$ cat src/rtl/wdg_pkg.sv
`timescale 1ns/1ps
package wdg_pkg;
    localparam int ADDR_W = 12;
    localparam int DATA_W = 32;
    localparam int CNT_W  = 64;
    localparam int VER_LSB = 16;

    localparam logic [ADDR_W-1:0] A_KICK   = 12'h000;
    localparam logic [ADDR_W-1:0] A_CTRL   = 12'h000;
    localparam logic [ADDR_W-1:0] A_OFS_LO = 12'h008;
    localparam logic [ADDR_W-1:0] A_OFS_HI = 12'h00C;
    localparam logic [ADDR_W-1:0] A_CMP_LO = 12'h010;
    localparam logic [ADDR_W-1:0] A_CMP_HI = 12'h014;
    localparam logic [ADDR_W-1:0] A_IDENT  = 12'hFCC;

    typedef struct packed {
        logic ctrl;
        logic ofs_lo;
        logic ofs_hi;
        logic cmp_lo;
        logic cmp_hi;
    } wstrobe_t;

    typedef struct packed {
        logic st1;
        logic st0;
        logic en;
    } ctrl_word_t;

    function automatic int ofs_width(input int ver);
        return (ver == 0) ? 32 : 48;
    endfunction

    function automatic logic [DATA_W-1:0] ident_word(input int ver);
        logic [DATA_W-1:0] w;
        w = '0;
        w[VER_LSB +: 4] = 4'(ver);
        return w;
    endfunction
endpackage

$ cat src/rtl/wdg_kick_decode.sv
`timescale 1ns/1ps
module wdg_kick_decode
    import wdg_pkg::*;
(
    input  logic              wr_en,
    input  logic [ADDR_W-1:0] addr,
    output logic              kick
);
    always_comb begin
        kick = wr_en && (addr == A_KICK);
    end
endmodule

$ cat src/rtl/wdg_ctrl_decode.sv
`timescale 1ns/1ps
module wdg_ctrl_decode
    import wdg_pkg::*;
#(
    parameter int VERSION = 1
) (
    input  logic              wr_en,
    input  logic [ADDR_W-1:0] addr,
    input  logic              enable_q,
    input  logic              ext_kick,
    output wstrobe_t          stb,
    output logic              refresh
);
    logic hi_hit;

    generate
        if (VERSION == 0) begin : g_narrow
            assign hi_hit = 1'b0;
        end else begin : g_wide
            assign hi_hit = wr_en && (addr == A_OFS_HI);
        end
    endgenerate

    always_comb begin
        stb.ctrl   = wr_en && (addr == A_CTRL);
        stb.ofs_lo = wr_en && (addr == A_OFS_LO);
        stb.ofs_hi = hi_hit;
        stb.cmp_lo = wr_en && (addr == A_CMP_LO);
        stb.cmp_hi = wr_en && (addr == A_CMP_HI);
        refresh    = ext_kick || stb.ctrl ||
                     (enable_q && (stb.ofs_lo || stb.ofs_hi));
    end
endmodule

$ cat src/rtl/wdg_cfg_regs.sv
`timescale 1ns/1ps
module wdg_cfg_regs
    import wdg_pkg::*;
#(
    parameter int OFS_W = 48
) (
    input  logic              clk,
    input  logic              clr,
    input  logic              ctrl_wr,
    input  logic              ofs_lo_wr,
    input  logic              ofs_hi_wr,
    input  logic [DATA_W-1:0] wdata,
    output logic              enable_q,
    output logic [OFS_W-1:0]  offset_q,
    output logic [OFS_W-1:0]  offset_d
);
    localparam int HI_W = OFS_W - DATA_W;

    logic [DATA_W-1:0] lo_q;
    logic [DATA_W-1:0] lo_d;

    always_comb begin
        lo_d = ofs_lo_wr ? wdata : lo_q;
    end

    always_ff @(posedge clk) begin
        if (clr) begin
            enable_q <= 1'b0;
            lo_q     <= '0;
        end else begin
            if (ctrl_wr) enable_q <= wdata[0];
            lo_q <= lo_d;
        end
    end

    generate
        if (HI_W > 0) begin : g_hi
            logic [HI_W-1:0] hi_q;
            logic [HI_W-1:0] hi_d;
            always_comb begin
                hi_d = ofs_hi_wr ? wdata[HI_W-1:0] : hi_q;
            end
            always_ff @(posedge clk) begin
                if (clr) hi_q <= '0;
                else     hi_q <= hi_d;
            end
            assign offset_q = {hi_q, lo_q};
            assign offset_d = {hi_d, lo_d};
        end else begin : g_lo_only
            logic unused_hi;
            assign unused_hi = ofs_hi_wr;
            assign offset_q = lo_q;
            assign offset_d = lo_d;
        end
    endgenerate

    // a control write with bit 0 low leaves the watchdog stopped
    p_stop_on_zero_r4: assert property (@(posedge clk)
        (!clr && ctrl_wr && !wdata[0]) |=> !enable_q);
endmodule

$ cat src/rtl/wdg_stage_engine.sv
`timescale 1ns/1ps
module wdg_stage_engine
    import wdg_pkg::*;
#(
    parameter int OFS_W = 48
) (
    input  logic              clk,
    input  logic              rst_por,
    input  logic              rst,
    input  logic [CNT_W-1:0]  sys_cnt,
    input  logic              enable_q,
    input  logic              refresh,
    input  logic              cmp_lo_wr,
    input  logic              cmp_hi_wr,
    input  logic [DATA_W-1:0] wdata,
    input  logic [OFS_W-1:0]  offset_d,
    output logic [CNT_W-1:0]  cmp_q,
    output logic              st0_q,
    output logic              st1_q
);
    logic [CNT_W-1:0] deadline;
    logic             expired;

    always_comb begin
        deadline = sys_cnt + CNT_W'(offset_d);
        expired  = enable_q && (sys_cnt >= cmp_q);
    end

    always_ff @(posedge clk) begin
        if (rst_por) begin
            cmp_q <= '0;
            st0_q <= 1'b0;
            st1_q <= 1'b0;
        end else if (rst) begin
            cmp_q <= '0;
            st0_q <= 1'b0;
        end else if (refresh) begin
            cmp_q <= deadline;
            st0_q <= 1'b0;
            st1_q <= 1'b0;
        end else if (cmp_lo_wr) begin
            cmp_q[DATA_W-1:0] <= wdata;
        end else if (cmp_hi_wr) begin
            cmp_q[CNT_W-1:DATA_W] <= wdata;
        end else if (expired) begin
            if (!st0_q) begin
                st0_q <= 1'b1;
                cmp_q <= deadline;
            end else begin
                st1_q <= 1'b1;
            end
        end
    end

    // the alert only rises after an enabled deadline was reached
    p_alert_needs_deadline_r2: assert property (@(posedge clk) disable iff (rst_por)
        $rose(st0_q) |-> $past(enable_q && (sys_cnt >= cmp_q)));

    // the reset request is only reached through the alert stage
    p_reset_after_alert_r3: assert property (@(posedge clk) disable iff (rst_por)
        $rose(st1_q) |-> $past(st0_q));

    // a kick leaves both stage flags clear
    p_kick_clears_r6: assert property (@(posedge clk) disable iff (rst_por)
        (refresh && !rst) |=> (!st0_q && !st1_q));

    // nothing newly fires while stopped
    p_quiet_when_stopped_r10: assert property (@(posedge clk) disable iff (rst_por)
        !enable_q |=> (!$rose(st0_q) && !$rose(st1_q)));
endmodule

$ cat src/rtl/twostage_wdt.sv
`timescale 1ns/1ps
module twostage_wdt
    import wdg_pkg::*;
#(
    parameter int VERSION = 1
) (
    input  logic              clk,
    input  logic              rst_por,
    input  logic              rst,
    input  logic [CNT_W-1:0]  sys_cnt,
    input  logic              rf_wr_en,
    input  logic [ADDR_W-1:0] rf_addr,
    input  logic              cf_wr_en,
    input  logic [ADDR_W-1:0] cf_addr,
    input  logic [DATA_W-1:0] cf_wdata,
    output logic [DATA_W-1:0] cf_rdata,
    output logic              ws0,
    output logic              ws1
);
    localparam int OFS_W = ofs_width(VERSION);

    logic             kick;
    logic             refresh;
    wstrobe_t         stb;
    logic             enable_q;
    logic [OFS_W-1:0] offset_q;
    logic [OFS_W-1:0] offset_d;
    logic [CNT_W-1:0] cmp_q;
    logic             st0_q;
    logic             st1_q;
    logic [DATA_W-1:0] ofs_hi_word;
    ctrl_word_t       cw;

    wdg_kick_decode u_kick (
        .wr_en (rf_wr_en),
        .addr  (rf_addr),
        .kick  (kick)
    );

    wdg_ctrl_decode #(.VERSION(VERSION)) u_dec (
        .wr_en    (cf_wr_en),
        .addr     (cf_addr),
        .enable_q (enable_q),
        .ext_kick (kick),
        .stb      (stb),
        .refresh  (refresh)
    );

    wdg_cfg_regs #(.OFS_W(OFS_W)) u_cfg (
        .clk       (clk),
        .clr       (rst_por || rst),
        .ctrl_wr   (stb.ctrl),
        .ofs_lo_wr (stb.ofs_lo),
        .ofs_hi_wr (stb.ofs_hi),
        .wdata     (cf_wdata),
        .enable_q  (enable_q),
        .offset_q  (offset_q),
        .offset_d  (offset_d)
    );

    wdg_stage_engine #(.OFS_W(OFS_W)) u_eng (
        .clk       (clk),
        .rst_por   (rst_por),
        .rst       (rst),
        .sys_cnt   (sys_cnt),
        .enable_q  (enable_q),
        .refresh   (refresh),
        .cmp_lo_wr (stb.cmp_lo),
        .cmp_hi_wr (stb.cmp_hi),
        .wdata     (cf_wdata),
        .offset_d  (offset_d),
        .cmp_q     (cmp_q),
        .st0_q     (st0_q),
        .st1_q     (st1_q)
    );

    generate
        if (OFS_W > DATA_W) begin : g_hi_rd
            assign ofs_hi_word = DATA_W'(offset_q[OFS_W-1:DATA_W]);
        end else begin : g_hi_zero
            assign ofs_hi_word = '0;
        end
    endgenerate

    always_comb begin
        cw.st1 = st1_q;
        cw.st0 = st0_q;
        cw.en  = enable_q;
        case (cf_addr)
            A_CTRL:   cf_rdata = DATA_W'(cw);
            A_OFS_LO: cf_rdata = offset_q[DATA_W-1:0];
            A_OFS_HI: cf_rdata = ofs_hi_word;
            A_CMP_LO: cf_rdata = cmp_q[DATA_W-1:0];
            A_CMP_HI: cf_rdata = cmp_q[CNT_W-1:DATA_W];
            A_IDENT:  cf_rdata = ident_word(VERSION);
            default:  cf_rdata = '0;
        endcase
    end

    assign ws0 = st0_q;
    assign ws1 = st1_q;
endmodule

$ cat config.mk
export PLATFORM = sky130hd
export DESIGN_NAME = twostage_wdt
export DESIGN_NICKNAME = d
export VERILOG_FILES = /design/src/rtl/wdg_pkg.sv /design/src/rtl/wdg_kick_decode.sv /design/src/rtl/wdg_ctrl_decode.sv /design/src/rtl/wdg_cfg_regs.sv /design/src/rtl/wdg_stage_engine.sv /design/src/rtl/twostage_wdt.sv
export SDC_FILE = /design/constraint.sdc
export NUM_CORES = 1
export LEC_CHECK = 0
export ABC_CLOCK_PERIOD_IN_PS = 5100
export BUFFER_PORTS_ARGS = -buffer_cell sky130_fd_sc_hd__buf_2
export CAP_MARGIN = 30
export CORE_UTILIZATION = 45
export DETAILED_ROUTE_END_ITERATION = 7
export GPL_ROUTABILITY_DRIVEN = 0
export HOLD_SLACK_MARGIN = 0.03
export MAX_ROUTING_LAYER = met4
export PLACE_DENSITY = 0.75
export SYNTH_ARGS = -nofsm -noshare
export SYNTH_HDL_FRONTEND = slang
export SYNTH_SLANG_ARGS = --single-unit
$ cat constraint.sdc
create_clock -name clk -period 5.1 [get_ports clk]
set_input_delay 0 -clock clk [delete_from_list [all_inputs] [get_ports clk]]
set_output_delay 0 -clock clk [all_outputs]
set_load 0.02 [all_outputs]
==> out/results.txt <==
Post-synthesis sequential area ratio: 21.6%
Total of max-cap violations: 0
Post-Syn Area: 10600 µm²
Post-CTS setup buffer count: 0
Syn_nets: 1614
Final HPWL DP: 29.5 mm
Arrival @ worst endpoint: 5200 ps
Average size of a mapped cell: 7.77 µm²
Total of fill cells in the finished design: 2163
Input/output buffers: 158
Yosys reg bits: 115
Final wirelength: 38.5 mm
Core area: 22900 µm²
Syn Inst Count: 1370
Largest net degree at the start of global routing: 58
# rows: 55
Global Route Usage Sum: 32.5%
CTS clk-pin slew, worst paths: 50 ps
Element type at the critical path end: flip-flop
TNS Setup: 0 ps
Via density: 6.15
Tightest Pin Transition: 936 ps
Final Hold Viols: 0
Crit path kind: in -> reg
CP max FO: 7
Most frequent cells in the layout: buf_2, nand2_1, a21oi_1
Grt total ovfl: 0
Register Area: 2300 µm²
Hold WC Path Type: in -> reg
Clk_lat worst skew: 430 ps
Maximum VDD drop: 193 µV
Chip Height: 156 µm
FMAX: 204 MHz
Fin nets: 1776
TritonCTS Buffers: 17
Io pins: 159
Clock Path Buffers: 2
Initial antenna violation count: 1
Area after DPL: 11600 µm²
Post-route cell area: 12600 µm²
Final setup viols: 0
Vias in the first global route: 10800
Clk Tree Root Cell: clkbuf_16
Post-layout minimum cycle time: 4890 ps
Unrepaired setup endpoints after global routing: no
Post-route ant nets: 0
Initial cell density of the core: 46.5%
Avg WL per Cell: 20.8 µm
DR iter-0 viols: 1268
Number of synthesized flops with an enable pin: 0
Post-synth ARST share: 0%
H-tree Lvls: 4
Synthesis-to-finish area growth: 18.6%
Rel. slew slack: 37.0%
DIE WIDTH: 156 µm
YS warnings: 0
Multi-input logic area: 7750 µm²
Status: completed
Startpoint types: input pin
Distinct cell type count after synthesis: 80
DRC Markers: 0
Final Skew: 10.0 ps
Share of layout cells above drive strength 1: 18.3%
First-pass GRT wire length: 58.8 mm
Fin. max-slew vios: 0
Clock sink count: 115
Via count: 11400
Worst EP required: 5410 ps
Die area: 24300 µm²
Pleak: 0.00551 µW
CTS tree: yes
Most common cell after layout, fill and taps aside: buf_2
PD cells: 187 nW/µm²
Main synth FF type: dfxtp_1
Drt first pass iters: 6
Final period util: 95.9%
-- cell usage after synthesis, drive strengths merged (19+ instances only) --
master	number	share of area, %
a22oi	26	1.8
ha	118	14
and2	54	3.2
xor2	27	2.2
buf	20	0.98
nand3	24	1.1
nand2	126	4.4
nor2	112	4.0
clkbuf	54	1.9
dfxtp	115	22
nor3	21	1.0
mux2	49	5.2
a21oi	127	6.3
o21ai	86	4.0
nand4	30	1.8
a21o	36	2.5
mux2i	38	3.6
xnor2	26	2.1
a211oi	34	2.9
o22ai	19	1.2
inv	80	2.8
-- critical path, cell delays in order --
cell and delay, ps:
buf_2 150, nor4b_1 480, and3_1 260, nand3_1 400, mux2_2 440, ha_1 430, nand2_1 160, nor3_2 370
nand3_1 170, nor3b_1 320, o2111ai_1 250, nor3b_1 210, a311o_1 430, nor3b_1 270, xnor2_1 160, o22ai_1 100
dlygate4sd3_1 580
-- per-stage QoR --
stage,util [%],cells,hold slack [ps],setup WS [ps],power [µW]
CTS,55.1,1855,33.9,229,2340
floorplan,-,1370,79.3,916,1090
finish,55.1,1856,50.6,207,2350
global route,55.1,1856,63.0,3.44,2420
detailed placement,50.8,1781,234,319,1240
global placement,50.8,1781,231,402,1230
-- cells by family after synthesis --
family / count (synthesis) / share of synthesized area, %
DFF: 115 / 21.6
adders and majority gates: 119 / 14.1
muxes: 87 / 8.79
AOI/OAI and AO/OA: 425 / 26.8
xor gates and xnor gates: 53 / 4.36
and+or+nand+nor: 417 / 18.7
buffers and inverters: 154 / 5.70
-- power by group --
group	internal, µW	switching [µW]
Clock	673	432
Sequential	899	0.114
Combinational	139	211
-- sequential cells by signal (all words and copies together), names as in the netlist --
name	flops
u_eng.cmp_q	64
u_cfg.lo_q	32
u_cfg.enable_q	1
u_cfg.g_hi.hi_q	16
u_eng.st1_q	1
u_eng.st0_q	1
-- timing repair --
item | 4_1_cts | 5_1_grt
endpoints found under the hold margin | 62 | 0
hold buffers | 45 | 0
endpoints found under the setup margin | 0 | 1
resized for setup | 0 | 1
-- final timing paths --
kind / end / cells after the start / from / slack (ps)
worst max-delay path: u_eng.cmp_q[63]$_SDFFE_PP0P_ / 17 / cf_addr[4] / 210
worst min-delay path: u_cfg.lo_q[22]$_SDFF_PP0_ / 3 / cf_wdata[22] / 50
worst max register to register: u_eng.cmp_q[61]$_SDFFE_PP0P_ / 13 / u_eng.cmp_q[11]$_SDFFE_PP0P_ / 480
worst min register to register: u_eng.cmp_q[1]$_SDFFE_PP0P_ / 2 / u_eng.cmp_q[1]$_SDFFE_PP0P_ / 470
-- metal layers --
| layer | share of wire [%] | up-vias | wire, µm | GRT usage [%] |
|---|---|---|---|---|
| met4 | 3.6 | 0 | 1390 | 13.1 |
| li1 | - | 5315 | - | - |
| met1 | 41 | 5364 | 16000 | 41.4 |
| met5 | 0 | - | 0 | - |
| met2 | 44 | 627 | 17100 | 50.2 |
| met3 | 11 | 116 | 4110 | 6.53 |
-- area by class of cell --
type / count / share of cell area [%]
Multi-Input combinational cell: 1101 / 61.4
Sequential cell: 115 / 18.2
Timing Repair Buffer: 217 / 10.7
Clock buffer: 24 / 3.97
Tap cell: 313 / 3.10
Inverter: 80 / 2.38
Clock inverter: 5 / 0.218
Antenna cell: 1 / 0.0198
Power figures use the tool's default switching activity.
